==> config.mk <==
export PLATFORM = sky130hd
export DESIGN_NAME = pin_bank_irq
export DESIGN_NICKNAME = d
export VERILOG_FILES = /design/src/rtl/pin_bank_pkg.sv /design/src/rtl/pin_bank_sync.sv /design/src/rtl/pin_bank_regs.sv /design/src/rtl/pin_bank_irq_core.sv /design/src/rtl/pin_bank_irq.sv
export SDC_FILE = /design/constraint.sdc
export NUM_CORES = 1
export LEC_CHECK = 0
export BUFFER_PORTS_ARGS = -buffer_cell sky130_fd_sc_hd__buf_2
export CAP_MARGIN = 20
export CORE_MARGIN = 4
export CORE_UTILIZATION = 40
export CTS_BUF_LIST = sky130_fd_sc_hd__clkbuf_4
export CTS_CLUSTER_DIAMETER = 80
export CTS_CLUSTER_SIZE = 16
export DETAILED_ROUTE_END_ITERATION = 7
export GPL_ROUTABILITY_DRIVEN = 0
export PLACE_DENSITY = 0.63
export SLEW_MARGIN = 20
export SYNTH_ARGS = -nofsm -noshare
export SYNTH_HDL_FRONTEND = slang
export SYNTH_SLANG_ARGS = --single-unit
==> constraint.sdc <==
create_clock -name clk -period 2.3 [get_ports clk]
set_input_delay 0.23 -clock clk [delete_from_list [all_inputs] [get_ports clk]]
set_output_delay 0.23 -clock clk [all_outputs]
set_load 0.02 [all_outputs]
==> src/rtl/pin_bank_pkg.sv <==
package pin_bank_pkg;
  localparam int BUS_W  = 32;
  localparam int ADDR_W = 8;

  localparam logic [ADDR_W-1:0] A_DOUT  = 8'h00;
  localparam logic [ADDR_W-1:0] A_DIR   = 8'h04;
  localparam logic [ADDR_W-1:0] A_EN    = 8'h30;
  localparam logic [ADDR_W-1:0] A_SENSE = 8'h38;
  localparam logic [ADDR_W-1:0] A_POL   = 8'h3C;
  localparam logic [ADDR_W-1:0] A_STAT  = 8'h40;
  localparam logic [ADDR_W-1:0] A_EOI   = 8'h4C;
  localparam logic [ADDR_W-1:0] A_LEVEL = 8'h50;

  // edge of the selected direction between previous and current sample
  function automatic logic edge_hit(input logic cur, input logic prev, input logic pol);
    return pol ? (cur & ~prev) : (~cur & prev);
  endfunction

  // input currently at the active level
  function automatic logic level_hit(input logic cur, input logic pol);
    return ~(cur ^ pol);
  endfunction
endpackage

==> src/rtl/pin_bank_sync.sv <==
module pin_bank_sync #(
  parameter int NPINS = 32
) (
  input  logic             clk,
  input  logic             rst_n,
  input  logic [NPINS-1:0] raw,
  output logic [NPINS-1:0] cur,
  output logic [NPINS-1:0] prev
);
  logic [NPINS-1:0] stage1;

  always_ff @(posedge clk or negedge rst_n) begin
    if (!rst_n) begin
      stage1 <= '0;
      cur    <= '0;
      prev   <= '0;
    end else begin
      stage1 <= raw;
      cur    <= stage1;
      prev   <= cur;
    end
  end
endmodule

==> src/rtl/pin_bank_regs.sv <==
module pin_bank_regs
  import pin_bank_pkg::*;
#(
  parameter int NPINS = 32
) (
  input  logic              clk,
  input  logic              rst_n,
  input  logic              wr,
  input  logic [ADDR_W-1:0] addr,
  input  logic [BUS_W-1:0]  wdata,
  input  logic [NPINS-1:0]  level,
  input  logic [NPINS-1:0]  status,
  output logic [NPINS-1:0]  dout_q,
  output logic [NPINS-1:0]  dir_q,
  output logic [NPINS-1:0]  en_q,
  output logic [NPINS-1:0]  sense_q,
  output logic [NPINS-1:0]  pol_q,
  output logic [NPINS-1:0]  eoi_clr,
  output logic [BUS_W-1:0]  rdata
);
  logic [NPINS-1:0] wbits;
  assign wbits   = wdata[NPINS-1:0];
  assign eoi_clr = (wr && addr == A_EOI) ? wbits : '0;

  always_ff @(posedge clk or negedge rst_n) begin
    if (!rst_n) begin
      dout_q  <= '0;
      dir_q   <= '0;
      en_q    <= '0;
      sense_q <= '0;
      pol_q   <= '0;
    end else if (wr) begin
      case (addr)
        A_DOUT:  dout_q  <= wbits;
        A_DIR:   dir_q   <= wbits;
        A_EN:    en_q    <= wbits;
        A_SENSE: sense_q <= wbits;
        A_POL:   pol_q   <= wbits;
        default: ;
      endcase
    end
  end

  always_comb begin
    rdata = '0;
    case (addr)
      A_DOUT:  rdata[NPINS-1:0] = dout_q;
      A_DIR:   rdata[NPINS-1:0] = dir_q;
      A_EN:    rdata[NPINS-1:0] = en_q;
      A_SENSE: rdata[NPINS-1:0] = sense_q;
      A_POL:   rdata[NPINS-1:0] = pol_q;
      A_STAT:  rdata[NPINS-1:0] = status;
      A_LEVEL: rdata[NPINS-1:0] = level;
      default: rdata = '0;
    endcase
  end
endmodule

==> src/rtl/pin_bank_irq_core.sv <==
module pin_bank_irq_core
  import pin_bank_pkg::*;
#(
  parameter int NPINS = 32
) (
  input  logic             clk,
  input  logic             rst_n,
  input  logic [NPINS-1:0] cur,
  input  logic [NPINS-1:0] prev,
  input  logic [NPINS-1:0] en_q,
  input  logic [NPINS-1:0] sense_q,
  input  logic [NPINS-1:0] pol_q,
  input  logic [NPINS-1:0] eoi_clr,
  output logic [NPINS-1:0] edge_evt,
  output logic [NPINS-1:0] edge_lat,
  output logic [NPINS-1:0] status
);
  for (genvar i = 0; i < NPINS; i++) begin : g_pin
    logic lvl_act;
    assign edge_evt[i] = sense_q[i] & edge_hit(cur[i], prev[i], pol_q[i]);
    assign lvl_act     = ~sense_q[i] & level_hit(cur[i], pol_q[i]);

    // a new enabled edge takes priority over a clearing write
    always_ff @(posedge clk or negedge rst_n) begin
      if (!rst_n)                       edge_lat[i] <= 1'b0;
      else if (edge_evt[i] && en_q[i])  edge_lat[i] <= 1'b1;
      else if (eoi_clr[i])              edge_lat[i] <= 1'b0;
    end

    assign status[i] = en_q[i] & (sense_q[i] ? edge_lat[i] : lvl_act);
  end
endmodule

==> src/rtl/pin_bank_irq.sv <==
module pin_bank_irq
  import pin_bank_pkg::*;
#(
  parameter int NPINS = 32
) (
  input  logic              clk,
  input  logic              rst_n,
  input  logic              bus_wr,
  input  logic [ADDR_W-1:0] bus_addr,
  input  logic [BUS_W-1:0]  bus_wdata,
  output logic [BUS_W-1:0]  bus_rdata,
  input  logic [NPINS-1:0]  pin_in,
  output logic [NPINS-1:0]  pin_out,
  output logic [NPINS-1:0]  pin_oe,
  output logic              irq_out
);
  logic [NPINS-1:0] cur, prev;
  logic [NPINS-1:0] dout_q, dir_q, en_q, sense_q, pol_q;
  logic [NPINS-1:0] eoi_clr, edge_evt, edge_lat, status;

  pin_bank_sync #(.NPINS(NPINS)) u_sync (
    .clk(clk), .rst_n(rst_n), .raw(pin_in), .cur(cur), .prev(prev)
  );

  pin_bank_regs #(.NPINS(NPINS)) u_regs (
    .clk(clk), .rst_n(rst_n), .wr(bus_wr), .addr(bus_addr), .wdata(bus_wdata),
    .level(cur), .status(status), .dout_q(dout_q), .dir_q(dir_q), .en_q(en_q),
    .sense_q(sense_q), .pol_q(pol_q), .eoi_clr(eoi_clr), .rdata(bus_rdata)
  );

  pin_bank_irq_core #(.NPINS(NPINS)) u_core (
    .clk(clk), .rst_n(rst_n), .cur(cur), .prev(prev), .en_q(en_q),
    .sense_q(sense_q), .pol_q(pol_q), .eoi_clr(eoi_clr),
    .edge_evt(edge_evt), .edge_lat(edge_lat), .status(status)
  );

  assign pin_out = dout_q;
  assign pin_oe  = dir_q;
  assign irq_out = |status;
endmodule

After elaboration in Yosys (flattened, before gate mapping)
Cells that the tools add are included.
{"block": "totals", "regBits": 288, "latch_bits": 0, "ramBits": 0, "romBits": 0, "in_bits": 75, "wordCells": 569, "mem_count": 0}
{"block": "classes", "add_sub_neg": 0, "n_mul": 0, "n_div": 0, "order_cmp": 0, "eq_ne": 7, "shifts": 0, "mux": 130, "n_bitwise": 320, "n_reduce_logical": 72}
{"op": "$pmux W32 S7", "n": 1}
{"op": "$and A1 B1 Y1", "n": 160}
{"op": "$mux W1", "n": 128}
{"op": "$not A1 Y1", "n": 128}
{"op": "$reduce_bool A2 Y1", "n": 32}
{"op": "$logic_and A1 B1 Y1", "n": 33}
{"op": "$mux W32", "n": 1}
{"op": "$reduce_or A32 Y1", "n": 1}
{"op": "$xor A1 B1 Y1", "n": 32}
{"op": "$eq A8 B6 Y1 const B", "n": 3}
{"op": "$eq A8 B7 Y1 const B", "n": 3}
{"op": "$reduce_and A2 Y1", "n": 5}
{"op": "$eq A8 B3 Y1 const B", "n": 1}
{"op": "$logic_not A8 Y1", "n": 1}

Logic depth before layout (Yosys ltp)
Gate-level depths: netlist (run 1).
{"block": "depth", "word_depth": 6, "depth_mapped": 7, "mapped_depth_nobuf": 5}

Hierarchy
A second synthesis (run 1) with hierarchy kept.
{"block": "hier_totals", "cells_unflattened": 1151, "area_unflattened_um2": 13887.1}
{"module": "pin_bank_regs", "instances": 1, "cells_per_inst": 723, "area_each_um2": 8685.8, "seq_area_each_um2": 4003.8}
{"module": "pin_bank_irq_core", "instances": 1, "cells_per_inst": 321, "area_each_um2": 2723.9, "seq_area_each_um2": 800.8}
{"module": "pin_bank_sync", "instances": 1, "cells_per_inst": 96, "area_each_um2": 2402.3, "seq_area_each_um2": 2402.3}
{"module": "pin_bank_irq", "instances": 1, "cells_per_inst": 11, "area_each_um2": 75.1, "seq_area_each_um2": 0.0}

Least setup slack after synthesis (run 1)
No wires, ideal clock.
{"block": "synth_timing", "path_type": "input -> output", "from": "input bus_addr[7]", "to": "output bus_rdata[18]", "t_arrival_ns": 1.746, "t_required_ns": 2.070, "path_slack_ns": 0.324, "path_stages": 6, "cell_sequence": "or4_4 > nor3b_4 > buf_2 > buf_2 > a22oi_1 > nand3_1"}
{"block": "synth_via", "elab_chain_cells": 2, "word_cells_on_any_way": 8}
{"item": "from (decl)", "line": "pin_bank_irq.sv:9", "text": "input logic [ADDR_W-1:0] bus_addr,"}
{"item": "$eq A8 B7 Y1, or another cell as far along", "line": "pin_bank_regs.sv:46", "text": "case (addr)"}
{"item": "$pmux W32 S7 (*)", "line": "pin_bank_regs.sv:46"}
{"item": "to (decl)", "line": "pin_bank_irq.sv:11", "text": "output logic [BUS_W-1:0] bus_rdata,"}
Mark *: on every way between the ends. The rest lies on a longest branch, timed or not.

Final worst setup path (run 1)
{"block": "layout_timing", "from": "register u_regs.pol_q[20]", "to": "output irq_out"}
{"block": "layout_via", "elab_chain_cells": 6}
{"item": "from (decl)", "line": "pin_bank_regs.sv:17", "text": "output logic [NPINS-1:0] pol_q,"}
{"item": "from (signal assigned)", "line": "pin_bank_regs.sv:38", "text": "A_POL: pol_q <= wbits;"}
{"item": "$xor A1 B1 Y1", "line": "pin_bank_pkg.sv:21", "text": "return ~(cur ^ pol);"}
{"item": "$not A1 Y1", "line": "pin_bank_pkg.sv:21"}
{"item": "$and A1 B1 Y1", "line": "pin_bank_irq_core.sv:21", "text": "assign lvl_act = ~sense_q[i] & level_hit(cur[i], pol_q[i]);"}
{"item": "$mux W1", "line": "pin_bank_irq_core.sv:30", "text": "assign status[i] = en_q[i] & (sense_q[i] ? edge_lat[i] : lvl_act);"}
{"item": "$and A1 B1 Y1", "line": "pin_bank_irq_core.sv:30"}
{"item": "$reduce_or A32 Y1", "line": "pin_bank_irq.sv:39", "text": "assign irq_out = |status;"}
{"item": "to (decl)", "line": "pin_bank_irq.sv:15", "text": "output logic irq_out"}
No other way between the ends.

==> results of run 1 <==
## power by group through the flow
stage                     registers (mW)  clock network (mW)  logic [mW]
after floorplan                     5.62                   0       0.302
after global placement              5.59                   0       0.808
after detailed placement            5.60                   0       0.825
after CTS                           5.49                2.16        1.01
after global routing                5.53                2.35        1.13
final                               5.50                2.06        1.04
## cells by family after synthesis
kind of cell    synth area share (%)
mux                             15.7
buf+inv                         1.62
xor+xnor                        2.28
flops                           58.6
simple gates                    9.15
compound gates                  12.7
## worst paths after layout
path | to | slack, ps
worst max-delay path | irq_out | -610
worst min-delay path | u_regs.dir_q[19]$_DFFE_PN0P_ | 60
worst max register to register | u_core.edge_lat[1]$_DFFE_PN0P_ | 1070
worst min register to register | u_sync.cur[9]$_DFF_PN0_ | 340
max in group asynchronous | u_regs.pol_q[18]$_DFFE_PN0P_ | 1540
min in group clk | u_sync.stage1[4]$_DFF_PN0_ | 160
## cell type report
class	instances	area, um2
fill	2632	14100
sequential	288	7220
multi-input combinational	652	5160
timing repair buffer	354	2790
tap	390	488
clock buffer	23	173
clock inverter	3	22.5
antenna	3	7.51
## state kept, by name, indices dropped and copies added (netlist names)
register         flops
u_core.edge_lat     32
u_regs.dir_q        32
u_regs.dout_q       32
u_regs.en_q         32
u_regs.pol_q        32
u_regs.sense_q      32
u_sync.cur          32
u_sync.prev         32
u_sync.stage1       32
## through the flow
step	setup slack, ps	std cells	setup TNS, ps	utilization, %
5_1_grt	-755	1711	-3110	52.9
6_report	-614	1713	-669	52.9
2_1_floorplan	324	982	0	-
3_3_place_gp	-290	1573	-290	47.6
3_5_place_dp	-327	1573	-327	47.6
4_1_cts	-704	1694	-1220	51.8
## layout by cell type (no fill, tap or decap), drive strengths merged, types with 23 or more instances in the layout
master	Yosys	layout
a32o	40	40
xor2	32	32
nor2	35	35
buf	19	289
dlygate4sd3	0	65
nand3	51	51
clkbuf	23	23
a22oi	52	52
nand2	128	128
mux2	160	160
dfrtp	288	288
o21ai	64	64
## repair_timing
action / 4_1_cts / 5_1_grt
hold buffers: 65 / 0
pin swaps: 68 / 31
buffers inserted: 30 / 16
endpoints found under the hold margin: 512 / 0
endpoints found under the setup margin: 30 / 32
resized for setup: 87 / 59
## per-layer routing
layer | track usage (%) | up-vias | wire [um]
met5 | 0 | - | 13
met4 | 5.13 | 2 | 844
met3 | 2.54 | 62 | 1760
met2 | 32.7 | 256 | 16300
met1 | 28.8 | 4830 | 15600
li1 | - | 4312 | -
## critical path: stages, from the launching register on
cell	delay (ps)
dfrtp_1	440
xor2_2	190
o21ai_2	100
a2111oi_4	320
buf_4	160
nand3_2	50
or4_4	580
buf_6	160
==> summary.md, run 1 <==
| Metric | Value |
|---|---|
| Status | finished, violations left |
| Failing checks | negative setup slack |
| Boundary pin count | around 170 |
| WHS | ~60 ps |
| Int Pwr | 6.29 mW |
| Max cap viols | 0 |
| Sequential area share after synthesis | between 50% and 60% |
| DP Area | about 14000 um2 |
| Die Width | ~180 um |
| Count leader, synth | dfrtp_1 |
| Tmin final | 2910 ps |
| Post-Synthesis Cells | slightly below 1000 |
| Row Count | 63 |
| Worst Setup SP | u_regs.pol_q[20]$_DFFE_PN0P_ |
| Yosys top cell by area | dfrtp_1 |
| Initial antenna violation count | 2 |
| Worst R2R Path Depth | 5 |
| Final antenna-violating net count | 0 |
| Synth async-reset ratio | 100% |
| Final nets | ~1400 |
| Initial Utilization | 41.0% |
| Die Area | between 30000 and 40000 um2 |
| Fmax | around 340 MHz |
| Worst EP required | around 2100 ps |
| Fin area | 15900 um2 |
| Vias post-DR | roughly 9500 |
| H-tree depth | 1 |
| First-pass GRT wire length | around 54000 um |
| Hpwl dp | 22400 um |
| Clock Path Buffers | 3 |
| Mapped Area | approximately 12000 um2 |
| Number of global-route vias before repair | approximately 9500 |
| Seq pwr share | between 60 and 70% |
| Clock share of power | a little under a quarter |
| Hold crit path type | in -> async |
| Switching power total | around 2.3 mW |
| Final hold viol count | 0 |
| Logic pwr share | between 10% and 20% |
| Crit path kind | reg -> out |
| DR WL/cell | slightly above 20 um |
| Startpoint Class | register |
| Sw Share | 26.8% |
| # setup viols final | 3 |
| Worst EP arrival | 2680 ps |
| Grt ovf | 0 |
| Post-synth EDFFs | 0 |
| Fin crit share | 127% |
| Synth top area cells | dfrtp_1 59%, mux2_2 12%, nand2_1 3.8% |
| Gr usage total | roughly a fifth |
| Initial DRC Count | 545 |
| DR vias/cell | around 5.5 |
| RR Startpoint | u_regs.pol_q[1]$_DFFE_PN0P_ |
| Total power | approximately 8.6 mW |
| Clk_lat worst skew | 710 ps |
| Clk sinks | about 290 |
| Crit path max fanout | 2 |
| Largest net degree at the start of global routing | roughly 60 |
| Clk root buf | clkbuf_4 |
| Cell Pwr Density | 542 nW/um2 |
| Count of pins over their slew limit | 0 |
| Slew @ Worst Pin | about 660 ps |
| Num CTS Buffers | 22 |
| Pre-antenna DRT Iters | 7 |
| Commonest cells post-synth | 288 x dfrtp_1, 130 x mux2_2, 126 x nand2_1 |
| Worst setup margin | -614 ps |
| Input/output buffers | approximately 170 |
| Syn Area/Cell | approximately 13 um2 |
| VDD IR max | a little under 0.4 mV |
| Die height | about 180 um |
| Yosys reg bits | around 290 |
| Crit. End Element | output port |
| Ys flop type | dfrtp_1 |
| YS warnings | 0 |
| Synth unique cells | 37 |
| Area growth syn-to-layout | 29.0% |
| Static leakage power | a little under 8 nW |
| Post-Syn Nets | roughly 1100 |
| Yosys top cell area share | roughly three fifths |
| Clock transition at the registers of the reported paths | between 150 and 200 ps |
| Drt drc | 0 |
| Core box area | roughly 30000 um2 |
| Worst Skew | ~35 ps |
| RSZ-0062 raised after global routing | yes |
| CTS tree | built |
| Drt total wl | roughly 35000 um |
| Max-slew headroom | a little under three fifths |
| Layout cells sized above 1 | between 40% and 50% |
Note: power is estimated with default switching activity, not from simulation.
==> run 2: changes to the inputs <==
==> constraint.sdc (replaced) <==
create_clock -name clk -period 3.3 [get_ports clk]
set_input_delay 0.33 -clock clk [delete_from_list [all_inputs] [get_ports clk]]
set_output_delay 0.33 -clock clk [all_outputs]
set_load 0.02 [all_outputs]
==> run 2 against run 1 <==
Effect of this change:
- the run now ends clean
- core utilization fell by 4.3 points
- clock skew fell by 14 ps
- via count fell by 5.4%
- die area did not move
- worst hold slack improved by 87 ps
- sequential power fell by 30%
- largest cell class unchanged
- design area fell by 8.1%
- sequential share of layout area rose by 3.9 points
- combinational power fell by 44%
==> summary.md, run 2 (same netlist as run 1, synthesis figures left out) <==
| Metric | Value |
|---|---|
| Core box area | roughly 30000 um2 |
| Final nets | approximately 1300 |
| Hold crit path type | in -> async |
| Count of pins over their slew limit | 0 |
| Max-slew headroom | around 55% |
| Most frequent cells in the layout | 288 x dfrtp_1, 170 x buf_2, 130 x mux2_2 |
| Row Count | 63 |
| Grt ovf | 0 |
| Initial Utilization | slightly above 40% |
| Worst EP required | 2970 ps |
| Fmax | around 320 MHz |
| Gr usage total | approximately a fifth |
| H-tree depth | 1 |
| Clock transition at the registers of the reported paths | ~160 ps |
| Slew @ Worst Pin | 670 ps |
| Initial DRC Count | between 700 and 800 |
| Drt total wl | 33400 um |
| Worst EP arrival | around 2800 ps |
| Die Area | between 30000 and 40000 um2 |
| Register area | approximately 7000 um2 |
| Static leakage power | 7.07 nW |
| Worst R2R Path Depth | 4 |
| RR Startpoint | u_sync.cur[5]$_DFF_PN0_ |
| Num CTS Buffers | 21 |
| First-pass GRT wire length | 52600 um |
| Clock Path Buffers | 3 |
| Drt drc | 0 |
| Worst Skew | 21.2 ps |
| Fillers | 2714 |
| Final antenna-violating net count | 0 |
| Status | completed |
| # setup viols final | 0 |
| Commonest non-fill, non-tap cell in the layout | dfrtp_1 |
| Area growth syn-to-layout | 18.5% |
| Tmin final | around 3100 ps |
| Startpoint Class | register |
| Crit. End Element | output port |
| Max cap viols | 0 |
| Pre-CTS setup slack | 546 ps |
| Worst setup margin | approximately 160 ps |
| Vias post-DR | 8949 |
| R2r endpoint | u_core.edge_lat[5]$_DFFE_PN0P_ |
| Layout cells sized above 1 | between 30% and 40% |
| TNS Setup | 0 ps |
| Die height | approximately 180 um |
| Initial antenna violation count | 1 |
| Hpwl dp | 21700 um |
| R2R setup slack | ~2200 ps |
| Largest net degree at the start of global routing | 97 |
| Die Width | approximately 180 um |
| RSZ-0062 raised after global routing | no |
| Clk_lat worst skew | 700 ps |
| Input/output buffers | approximately 170 |
| CTS tree | built |
| Final hold viol count | 0 |
| DR vias/cell | around 5.5 |
| Pre-antenna DRT Iters | 6 |
| DR WL/cell | 20.7 um |
| Fin crit share | a little over nine tenths |
| Worst Setup SP | u_sync.cur[10]$_DFF_PN0_ |
| Cell Pwr Density | just under 400 nW/um2 |
| Crit path max fanout | 5 |
| Multi-input logic area | around 5000 um2 |
| Boundary pin count | between 150 and 200 |
| Crit path kind | reg -> out |
| Clk root buf | clkbuf_4 |
| Clk sinks | roughly 290 |
| Number of global-route vias before repair | between 8000 and 9000 |
| Worst Setup EP | irq_out |
| VDD IR max | ~0.24 mV |
==> run 2: worst max-delay path, cell delays in order, from the launching register on <==
cell and delay (ps):
dfrtp_1 460, xor2_1 190, o21ai_0 190, nor4_2 360, nand4_1 160, or4_4 600, buf_2 190
==> run 2: metal layers <==
metal | part of all wire [%] | track usage, % | up-vias
met5 | 0 | 0 | -
met3 | 5.7 | 2.78 | 39
met1 | 47 | 29.2 | 4521
li1 | - | - | 4122
met4 | 1.7 | 3.72 | 0
met2 | 46 | 31.1 | 267
==> run 2: report_power, final <==
group          switching (mW)  internal [mW]
logic                   0.311          0.270
registers               0.162           3.69
clock network            1.07          0.299
total                    1.54           4.26
==> run 2: worst min-delay path by stage <==
stage | from | to | depth (start not counted)
finish | rst_n | u_regs.pol_q[0]$_DFFE_PN0P_ | 2
global route | rst_n | u_regs.pol_q[0]$_DFFE_PN0P_ | 2
CTS | rst_n | u_regs.pol_q[0]$_DFFE_PN0P_ | 2
detailed placement | rst_n | u_sync.prev[29]$_DFF_PN0_ | 1
global placement | rst_n | u_sync.cur[26]$_DFF_PN0_ | 1
floorplan | rst_n | u_core.edge_lat[0]$_DFFE_PN0P_ | 0
==> run 2: what timing repair did <==
| item | in CTS | in global routing |
|---|---|---|
| endpoints found under the setup margin | 1 | 1 |
| buffers inserted | 0 | 2 |
| resized for setup | 4 | 3 |
| pin swaps | 2 | 1 |
| hold buffers | 65 | 0 |
| endpoints found under the hold margin | 289 | 0 |
==> run 2: area by class of cell <==
type | count | area share, %
well taps | 390 | 3.35
multi-input cells | 652 | 33.9
repair buffers | 261 | 12.1
clock buffers | 21 | 1.08
flip-flops and latches | 288 | 49.5
diodes | 1 | 0.0172
clock inverters | 1 | 0.0258
==> run 2: through the flow <==
stage / total power [mW] / cells / area [um2] / hold WS, ps / utilization, %
finish: 5.80 / 1614 / 14600 / 147 / 48.6
global route: 6.07 / 1614 / 14600 / 105 / 48.6
CTS: 5.86 / 1611 / 14500 / 90.5 / 48.6
detailed placement: 4.43 / 1524 / 13700 / 289 / 45.8
global placement: 4.42 / 1524 / 13700 / 289 / 45.8
floorplan: 4.13 / 982 / 12300 / 34.4 / -
